==> src/rtl/cdq_pkg.sv <==
package cdq_pkg;
  typedef enum logic {CDQ_IDLE = 1'b0, CDQ_LOCKED = 1'b1} cdq_state_e;

  function automatic int unsigned cdq_sq_width(input int unsigned mag_w);
    return 2 * mag_w;
  endfunction
endpackage

==> src/rtl/cdq_energy.sv <==
module cdq_energy #(
  parameter int unsigned MAG_W = 12,
  parameter int unsigned SHIFT = 3,
  localparam int unsigned SQ_W  = cdq_pkg::cdq_sq_width(MAG_W),
  localparam int unsigned ACC_W = SQ_W + SHIFT
) (
  input  logic             clk,
  input  logic             rst_n,
  input  logic             clr,
  input  logic             take,
  input  logic [MAG_W-1:0] mag,
  output logic [SQ_W-1:0]  level_nx
);
  logic [ACC_W-1:0] acc_q;
  logic [ACC_W-1:0] acc_nx;
  logic [SQ_W-1:0]  sq;

  always_comb begin
    sq       = SQ_W'(mag) * SQ_W'(mag);
    acc_nx   = acc_q - (acc_q >> SHIFT) + ACC_W'(sq);
    level_nx = acc_nx[ACC_W-1:SHIFT];
  end

  always_ff @(posedge clk or negedge rst_n) begin
    if (!rst_n)    acc_q <= '0;
    else if (clr)  acc_q <= '0;
    else if (take) acc_q <= acc_nx;
  end
endmodule

==> src/rtl/cdq_timer.sv <==
module cdq_timer #(
  parameter int unsigned DLY_W = 16
) (
  input  logic             clk,
  input  logic             rst_n,
  input  logic             clr,
  input  logic             step,
  input  logic             cond,
  input  logic [DLY_W-1:0] limit,
  output logic             fire
);
  logic [DLY_W-1:0] cnt_q;

  assign fire = step && cond && (cnt_q == limit);

  always_ff @(posedge clk or negedge rst_n) begin
    if (!rst_n)           cnt_q <= '0;
    else if (clr)         cnt_q <= '0;
    else if (step) begin
      if (cond && !fire)  cnt_q <= cnt_q + 1'b1;
      else                cnt_q <= '0;
    end
  end
endmodule

==> src/rtl/carrier_qualifier.sv <==
module carrier_qualifier #(
  parameter int unsigned MAG_W = 12,
  parameter int unsigned SHIFT = 3,
  parameter int unsigned DLY_W = 16,
  localparam int unsigned SQ_W = cdq_pkg::cdq_sq_width(MAG_W)
) (
  input  logic             clk,
  input  logic             rst_n,
  input  logic             pwr_down,
  input  logic             s_valid,
  output logic             s_ready,
  input  logic [MAG_W-1:0] s_mag,
  input  logic [SQ_W-1:0]  thr,
  input  logic [DLY_W-1:0] assert_dly,
  input  logic [DLY_W-1:0] release_dly,
  input  logic             rxd_raw,
  output logic             cd_n,
  output logic             rxd
);
  import cdq_pkg::*;

  cdq_state_e      state_q;
  logic            take;
  logic [SQ_W-1:0] level_nx;
  logic            hi_ok, lo_ok;
  logic            on_fire, off_fire;

  assign s_ready = rst_n && !pwr_down;
  assign take    = s_valid && s_ready;

  cdq_energy #(.MAG_W(MAG_W), .SHIFT(SHIFT)) u_energy (
    .clk(clk), .rst_n(rst_n), .clr(pwr_down), .take(take),
    .mag(s_mag), .level_nx(level_nx)
  );

  assign hi_ok = level_nx > thr;
  assign lo_ok = level_nx < (thr >> 1);

  cdq_timer #(.DLY_W(DLY_W)) u_on_timer (
    .clk(clk), .rst_n(rst_n),
    .clr(pwr_down || state_q == CDQ_LOCKED),
    .step(take), .cond(hi_ok), .limit(assert_dly), .fire(on_fire)
  );

  cdq_timer #(.DLY_W(DLY_W)) u_off_timer (
    .clk(clk), .rst_n(rst_n),
    .clr(pwr_down || state_q == CDQ_IDLE),
    .step(take), .cond(lo_ok), .limit(release_dly), .fire(off_fire)
  );

  always_ff @(posedge clk or negedge rst_n) begin
    if (!rst_n)                                    state_q <= CDQ_IDLE;
    else if (pwr_down)                             state_q <= CDQ_IDLE;
    else if (state_q == CDQ_IDLE && on_fire)       state_q <= CDQ_LOCKED;
    else if (state_q == CDQ_LOCKED && off_fire)    state_q <= CDQ_IDLE;
  end

  assign cd_n = (state_q == CDQ_IDLE);
  assign rxd  = cd_n ? 1'b1 : rxd_raw;
endmodule

==> config.mk <==
export PLATFORM = sky130hd
export DESIGN_NAME = carrier_qualifier
export DESIGN_NICKNAME = d
export VERILOG_FILES = /design/src/rtl/cdq_pkg.sv /design/src/rtl/cdq_energy.sv /design/src/rtl/cdq_timer.sv /design/src/rtl/carrier_qualifier.sv
export SDC_FILE = /design/constraint.sdc
export NUM_CORES = 1
export LEC_CHECK = 0
export BUFFER_PORTS_ARGS = -buffer_cell sky130_fd_sc_hd__buf_4
export CORE_ASPECT_RATIO = 0.6
export CORE_UTILIZATION = 55
export CTS_CLUSTER_DIAMETER = 60
export DETAILED_ROUTE_END_ITERATION = 10
export HOLD_SLACK_MARGIN = 0.15
export MAX_ROUTING_LAYER = met4
export PLACE_DENSITY = 0.84
export SLEW_MARGIN = 5
export SYNTH_ARGS = -nofsm -noshare
export SYNTH_HDL_FRONTEND = slang
export SYNTH_SLANG_ARGS = --single-unit
==> constraint.sdc <==
create_clock -name clk -period 13.3 [get_ports clk]
set_clock_uncertainty 0.2 [all_clocks]
set_input_delay 0 -clock clk [delete_from_list [all_inputs] [get_ports clk]]
set_output_delay 0 -clock clk [all_outputs]
set_load 0.01 [all_outputs]
==> results of run 1 <==
kinds of logic after synthesis:
kind of cell    count (synthesis)  share of synthesized area
fa+ha+maj                     260                     0.4122
other cells                     1                  0.0003674
flops                          60                     0.1471
xor+xnor                       65                    0.05762
compound gates                187                     0.1264
buf+inv                       312                     0.1166
simple gates                  268                     0.1317
mux                             8                   0.008091
per-layer routing:
metal  vias up  GRT usage
met1      4041     0.3866
met5         -          -
met2       326     0.4138
met3        26    0.06356
met4         0    0.04884
li1       3860          -
flip-flops by register name (all words and copies together) (netlist names):
register / cells
state_q: 1
u_energy.acc_q: 27
u_off_timer.cnt_q: 16
u_on_timer.cnt_q: 16
layout make-up:
| type | instances | area share |
|---|---|---|
| clock buffer | 10 | 0.02019 |
| clock inverter | 6 | 0.007725 |
| inverter | 277 | 0.09170 |
| multi-input combinational | 789 | 0.6628 |
| sequential | 60 | 0.1324 |
| tap | 240 | 0.02648 |
| timing repair buffer | 85 | 0.05871 |
per-stage QoR:
| stage | instances | setup slack (ns) | hold slack (ns) | instance area [sq um] |
|---|---|---|---|---|
| finish | 1467 | 4.433 | 0.2135 | 11340 |
| global route | 1467 | 3.959 | 0.2553 | 11340 |
| CTS | 1467 | 4.478 | 0.2028 | 11340 |
| detailed placement | 1444 | 4.550 | -0.05686 | 10940 |
| global placement | 1444 | 4.699 | -0.06227 | 10940 |
| floorplan | 1161 | 5.621 | -0.4956 | 10210 |
repair_timing:
action | 4_1_cts | 5_1_grt
hold buffers | 7 | 0
endpoints found under the hold margin | 83 | 0
endpoints found under the setup margin | 0 | 0
cells in the final DEF (no fill, tap or decap), drive strengths merged, types with 26 or more instances in the layout:
master	netlist	routed
inv	277	278
ha	133	133
fa	127	127
nand2	102	102
buf	9	79
dfrtp	60	60
o21ai	40	40
xnor2	36	36
a21oi	36	36
a21o	33	33
xor2	29	29
nor2	26	26
nand3	26	26
worst max-delay path, delay by kind of cell:
family / cells / cell delay, ns
and+or+nand+nor: 5 / 1.29
AOI/OAI and AO/OA: 11 / 3.00
buffers and inverters: 5 / 0.90
adders and majority gates: 8 / 3.71
final timing paths:
| kind | slack, ns | endpoint | start |
|---|---|---|---|
| worst max-delay path | 4.43 | u_off_timer.cnt_q[14] | s_mag[0] |
| worst min-delay path | 0.21 | u_energy.acc_q[14] | s_valid |
| worst max register to register | 4.43 | u_on_timer.cnt_q[5] | u_energy.acc_q[18] |
| worst min register to register | 0.32 | u_off_timer.cnt_q[10] | u_off_timer.cnt_q[10] |
| max in group asynchronous | 11.85 | u_energy.acc_q[16] | rst_n |
| min in group asynchronous | 0.53 | u_off_timer.cnt_q[8] | rst_n |
==> reports/metrics.yaml, run 1 <==
synth:
  yosys.area.top_type_share: 0.2491
  synthTopCellsByArea: "fa_1 (25%), ha_1 (16%), dfrtp_1 (15%)"
  syn_nets: 1494
  ys_warn_count: 0
  syn-instance-count: 1161
  synth_common_cells: "inv_1 (277), ha_1 (133), fa_1 (127)"
  synth_area_leader_cell: "fa_1"
  yosysMostFrequentCell: "inv_1"
  synth.ff_latch_count: 60
  seq_area_frac_synth: 0.1471
  synth_edf_count: 0
  syn-cell-area_sq_um: 10210
  synth_flop_cell: "dfrtp_1"
  ys_types: 68
  avgSynthCellArea_sq_um: 8.791
  async_reset_ff_frac: 1.000
final_layout:
  drive_gt1_frac: 0.09454
  finish.utilization: 0.6259
  final-seq-area_sq_um: 1501
  diodes: 0
  syn_to_final_growth_pct: 11.10
  fillCellCount: 1462
  multi_input_area_sq_um: 7515
  finalNetCount: 1555
global_routing:
  grt_overflow: 0
  antenna_found_initial: 1
  grt_pass1_wl_um: 40230
  grt_pass1_vias: 8414
  track_usage: 0.2765
  grt_max_degree: 46
routing:
  firstDrtPassIters: 6
  dr_wl_met2_um: 10640
  drt.antenna.violating_nets: 0
  vias: 8253
  wl_met1_um: 11150
  drc_errors: 0
  wl_met3_um: 2042
  wl_per_cell_um: 16.39
  drt-initial-drc-count: 891
  vias_per_cell: 5.626
  top_layer: "met4"
  routed_wl_um: 24050
worst_setup_path:
  reg2regPathDepth: 26
  arrival_ns: 8.91
  slowest_delay_ns: 0.61
  cp_data_required_time_ns: 13.34
  worstSetupPathType: "in -> reg"
  crit_top_cell: "fa_1"
  cp-start-kind: "input port"
  slowest_stage: "and2_1"
  cp_max_fo: 19
  cp-end-kind: "flip-flop"
clock_network:
  cts_tree: "yes"
  cts_inserted_buffers: 9
  cts_sinks: 60
  insertion_delay_ns: 0.34
  cts-resized-gates: 0
  clk_path_buf_depth: 2
  post_cts_buffers: 0
  path_clk_slew_ns: 0.06
  cts_root_buf: "clkbuf_16"
  htreeDepth: 3
worst_hold_path:
  whs_path_depth: 5
  holdCritPathClass: "in -> reg"
timing:
  final-hold-violation-count: 0
  fin_crit_ns: 8.867
  setup_viol: 0
  finalSetupTns_ns: 0
  drv_slew: 0
  fin_crit_sh: 0.6667
  worst_pin_slew_ns: 0.8378
  fmax_ghz: 0.1128
  relSlewSlack: 0.4371
  rsz0062_at_grt: "no"
floorplan:
  dieArea_sq_um: 19120
  initial_core_util: 0.5634
  fp-row-count: 38
  dieHeight_um: 107.5
  fp.coreArea_sq_um: 18110
  pin_count: 76
  die_width_um: 177.9
placed_design:
  io_buffers: 75
  hpwl_um: 19530
  gp_congestion: 0.9630
run_status:
  status: "complete, no violations"
run:
  maxCapViolCount: 0
Power of run 1 is left out: the tool's default activity adds up to more than one toggle a clock period on the data nets, which glitch-free logic cannot reach.
==> run 2, diff against run 1 <==
PLACE_DENSITY = 0.87   (was 0.84)
clock period = 7.2 ns   (was 13.3 ns; I/O delays follow)
==> reports/metrics.yaml, run 2 (synthesis results as in run 1) <==
run_status:
  status: "complete, but fails checks"
  violations: "negative setup slack"
final_layout:
  diodes: 0  # unchanged
  final_cell_mix: "inv_1 (262), buf_4 (196), fa_1 (125), ha_1 (121), nand2_1 (99)"
  largest_register_ffs: 27  # unchanged
  regMostFlops: "u_energy.acc_q"
  reg_top3: "u_energy.acc_q: 27 flops, u_off_timer.cnt_q: 16 flops, u_on_timer.cnt_q: 16 flops"
  drive_gt1_frac: 0.2603  # +0.1657
  mostFrequentLayoutCell: "inv_1"
  final-seq-area_sq_um: 1501  # unchanged
  finish.utilization: 0.7269  # +0.1010
  finalNetCount: 1692  # +8.8%
  fillCellCount: 1149  # -21%
  syn_to_final_growth_pct: 29.02
  multi_input_area_sq_um: 8170  # +8.7%
routing:
  routed_wl_um: 32580  # +35%
  vias: 9584  # +16%
  firstDrtPassIters: 6  # unchanged
  wl_per_cell_um: 20.31  # +24%
  vias_per_cell: 5.975  # +6.2%
  drt-initial-drc-count: 1138  # +28%
  drt.antenna.violating_nets: 0  # unchanged
  drc_errors: 0  # unchanged
timing:
  fmax_ghz: 0.1293
  fin_crit_ns: 7.734
  rsz0062_at_grt: "yes"
  worst_pin_slew_ns: 1.151  # +0.3131 ns
  final-hold-violation-count: 0  # unchanged
  relSlewSlack: 0.2268  # -0.2103
  fin_crit_sh: 1.074
  setup_viol: 33  # +33
  drv_slew: 0  # unchanged
  setup_slack_ns: -0.5342  # -4.968 ns
worst_setup_path:
  cp-endpoint: "u_on_timer.cnt_q[2]"
  cp-start-kind: "flip-flop"
  path_buf_inv: 8  # +3
  reg2regPathDepth: 28  # +7.7%
  cp_data_required_time_ns: 7.28  # -6.06 ns
  cp-end-kind: "flip-flop"
  cp_num_cells: 28  # -3.4%
  r2r_slack_ns: -0.53  # -4.97 ns
  worstReg2RegStart: "u_energy.acc_q[21]"
  arrival_ns: 7.82  # -1.09 ns
  cp_top_family: "adder cells"
  critPathLaunch: "u_energy.acc_q[21]"
  slowest_delay_ns: 0.59  # -0.02 ns
  cp_max_fo: 7  # -12
  worstSetupPathType: "reg -> reg"
  slowest_stage: "or4_4"
  r2r_end: "u_on_timer.cnt_q[2]"
global_routing:
  grt_pass1_vias: 9608  # +14%
  grt_most_used_layer: "met2"
  track_usage: 0.3404  # +0.06395
  grt_overflow: 0  # unchanged
  use_met2: 0.5192  # +0.1053
  grt_use_met3: 0.07309  # +0.009534
  met1_usage: 0.4605  # +0.07391
  grt_pass1_wl_um: 48760  # +21%
  grt_max_degree: 52  # +13%
  antenna_found_initial: 0  # -1
run:
  maxCapViolCount: 0  # unchanged
floorplan:
  initial_core_util: 0.5634  # unchanged
  die_width_um: 177.9  # unchanged
  dieHeight_um: 107.5  # unchanged
  fp-row-count: 38  # unchanged
  pin_count: 76  # unchanged
  dieArea_sq_um: 19120  # unchanged
  fp.coreArea_sq_um: 18110  # unchanged
clock_network:
  insertion_delay_ns: 0.35  # about the same
  cts_root_buf: "clkbuf_16"
  htreeDepth: 3  # unchanged
  cts_sinks: 60  # unchanged
  cts_inserted_buffers: 9  # unchanged
  path_clk_slew_ns: 0.06  # about the same
  clk_path_buf_depth: 2  # unchanged
  cts_tree: "yes"
placed_design:
  hpwl_um: 22260  # +14%
  io_buffers: 75  # unchanged
  gp_congestion: 0.9531  # -1.0%
worst_hold_path:
  holdCritPathClass: "in -> reg"
  whs_path_depth: 6  # +1
## run 2: cell count changes in the layout (fill, tap and decap cells not counted), sizes merged
cell         change
buf            +134
clkinvlp         +2
bufinv           -1
clkbuf           +1
dlygate4sd3      +1
## run 2: repair_timing
| action | CTS | global route |
|---|---|---|
| buffers inserted | 5 | 10 |
| gates resized for setup | 45 | 59 |
| pin swaps | 28 | 61 |
| endpoints found under the setup margin | 33 | 33 |
| cloned | 1 | 3 |
| endpoints found under the hold margin | 82 | 0 |
| hold buffers | 8 | 0 |
## run 2: worst min path at each step
stage,slack (ns),to,start
floorplan,-0.50,state_q,rst_n
global placement,-0.04,u_on_timer.cnt_q[9],rst_n
detailed placement,-0.05,u_on_timer.cnt_q[9],rst_n
CTS,0.17,u_energy.acc_q[0],s_mag[0]
global route,0.23,u_energy.acc_q[0],s_mag[0]
finish,0.16,u_energy.acc_q[0],s_mag[0]
## run 2: final cells by class
cell class / instances / share of cell area
Clock buffer: 9 / 0.01710
Clock inverter: 7 / 0.005796
Inverter: 277 / 0.07896
Multi-Input combinational cell: 789 / 0.6205
Sequential cell: 60 / 0.1140
Tap cell: 240 / 0.02281
Timing Repair Buffer: 222 / 0.1408
## run 2: worst min-delay path: stages
cell	delay (ns)
buf_4	0.14
buf_4	0.16
ha_1	0.14
ha_1	0.11
nand2_1	0.05
o21ai_0	0.08
## run 2: stage by stage
| step | TNS (ns) | setup WS (ns) | cells | instance area (sq um) | hold WS, ns |
|---|---|---|---|---|---|
| 2_1_floorplan | 0 | 0.0008362 | 1161 | 10540 | -0.4956 |
| 3_3_place_gp | -11.60 | -0.4418 | 1562 | 12130 | -0.04480 |
| 3_5_place_dp | -16.91 | -0.6067 | 1562 | 12130 | -0.05183 |
| 4_1_cts | -6.670 | -0.3533 | 1592 | 12780 | 0.1693 |
| 5_1_grt | -19.16 | -0.7049 | 1604 | 13170 | 0.2334 |
| 6_report | -14.03 | -0.5342 | 1604 | 13170 | 0.1556 |
## run 2: per-layer routing
layer | vias to the layer above | wire length (um) | part of all wire
met1 | 4606 | 13280 | 0.41
li1 | 4154 | - | -
met3 | 173 | 3443 | 0.11
met2 | 651 | 14460 | 0.44
met5 | - | 0 | 0
met4 | 0 | 1403 | 0.043
Power of run 2 is left out for the same reason.
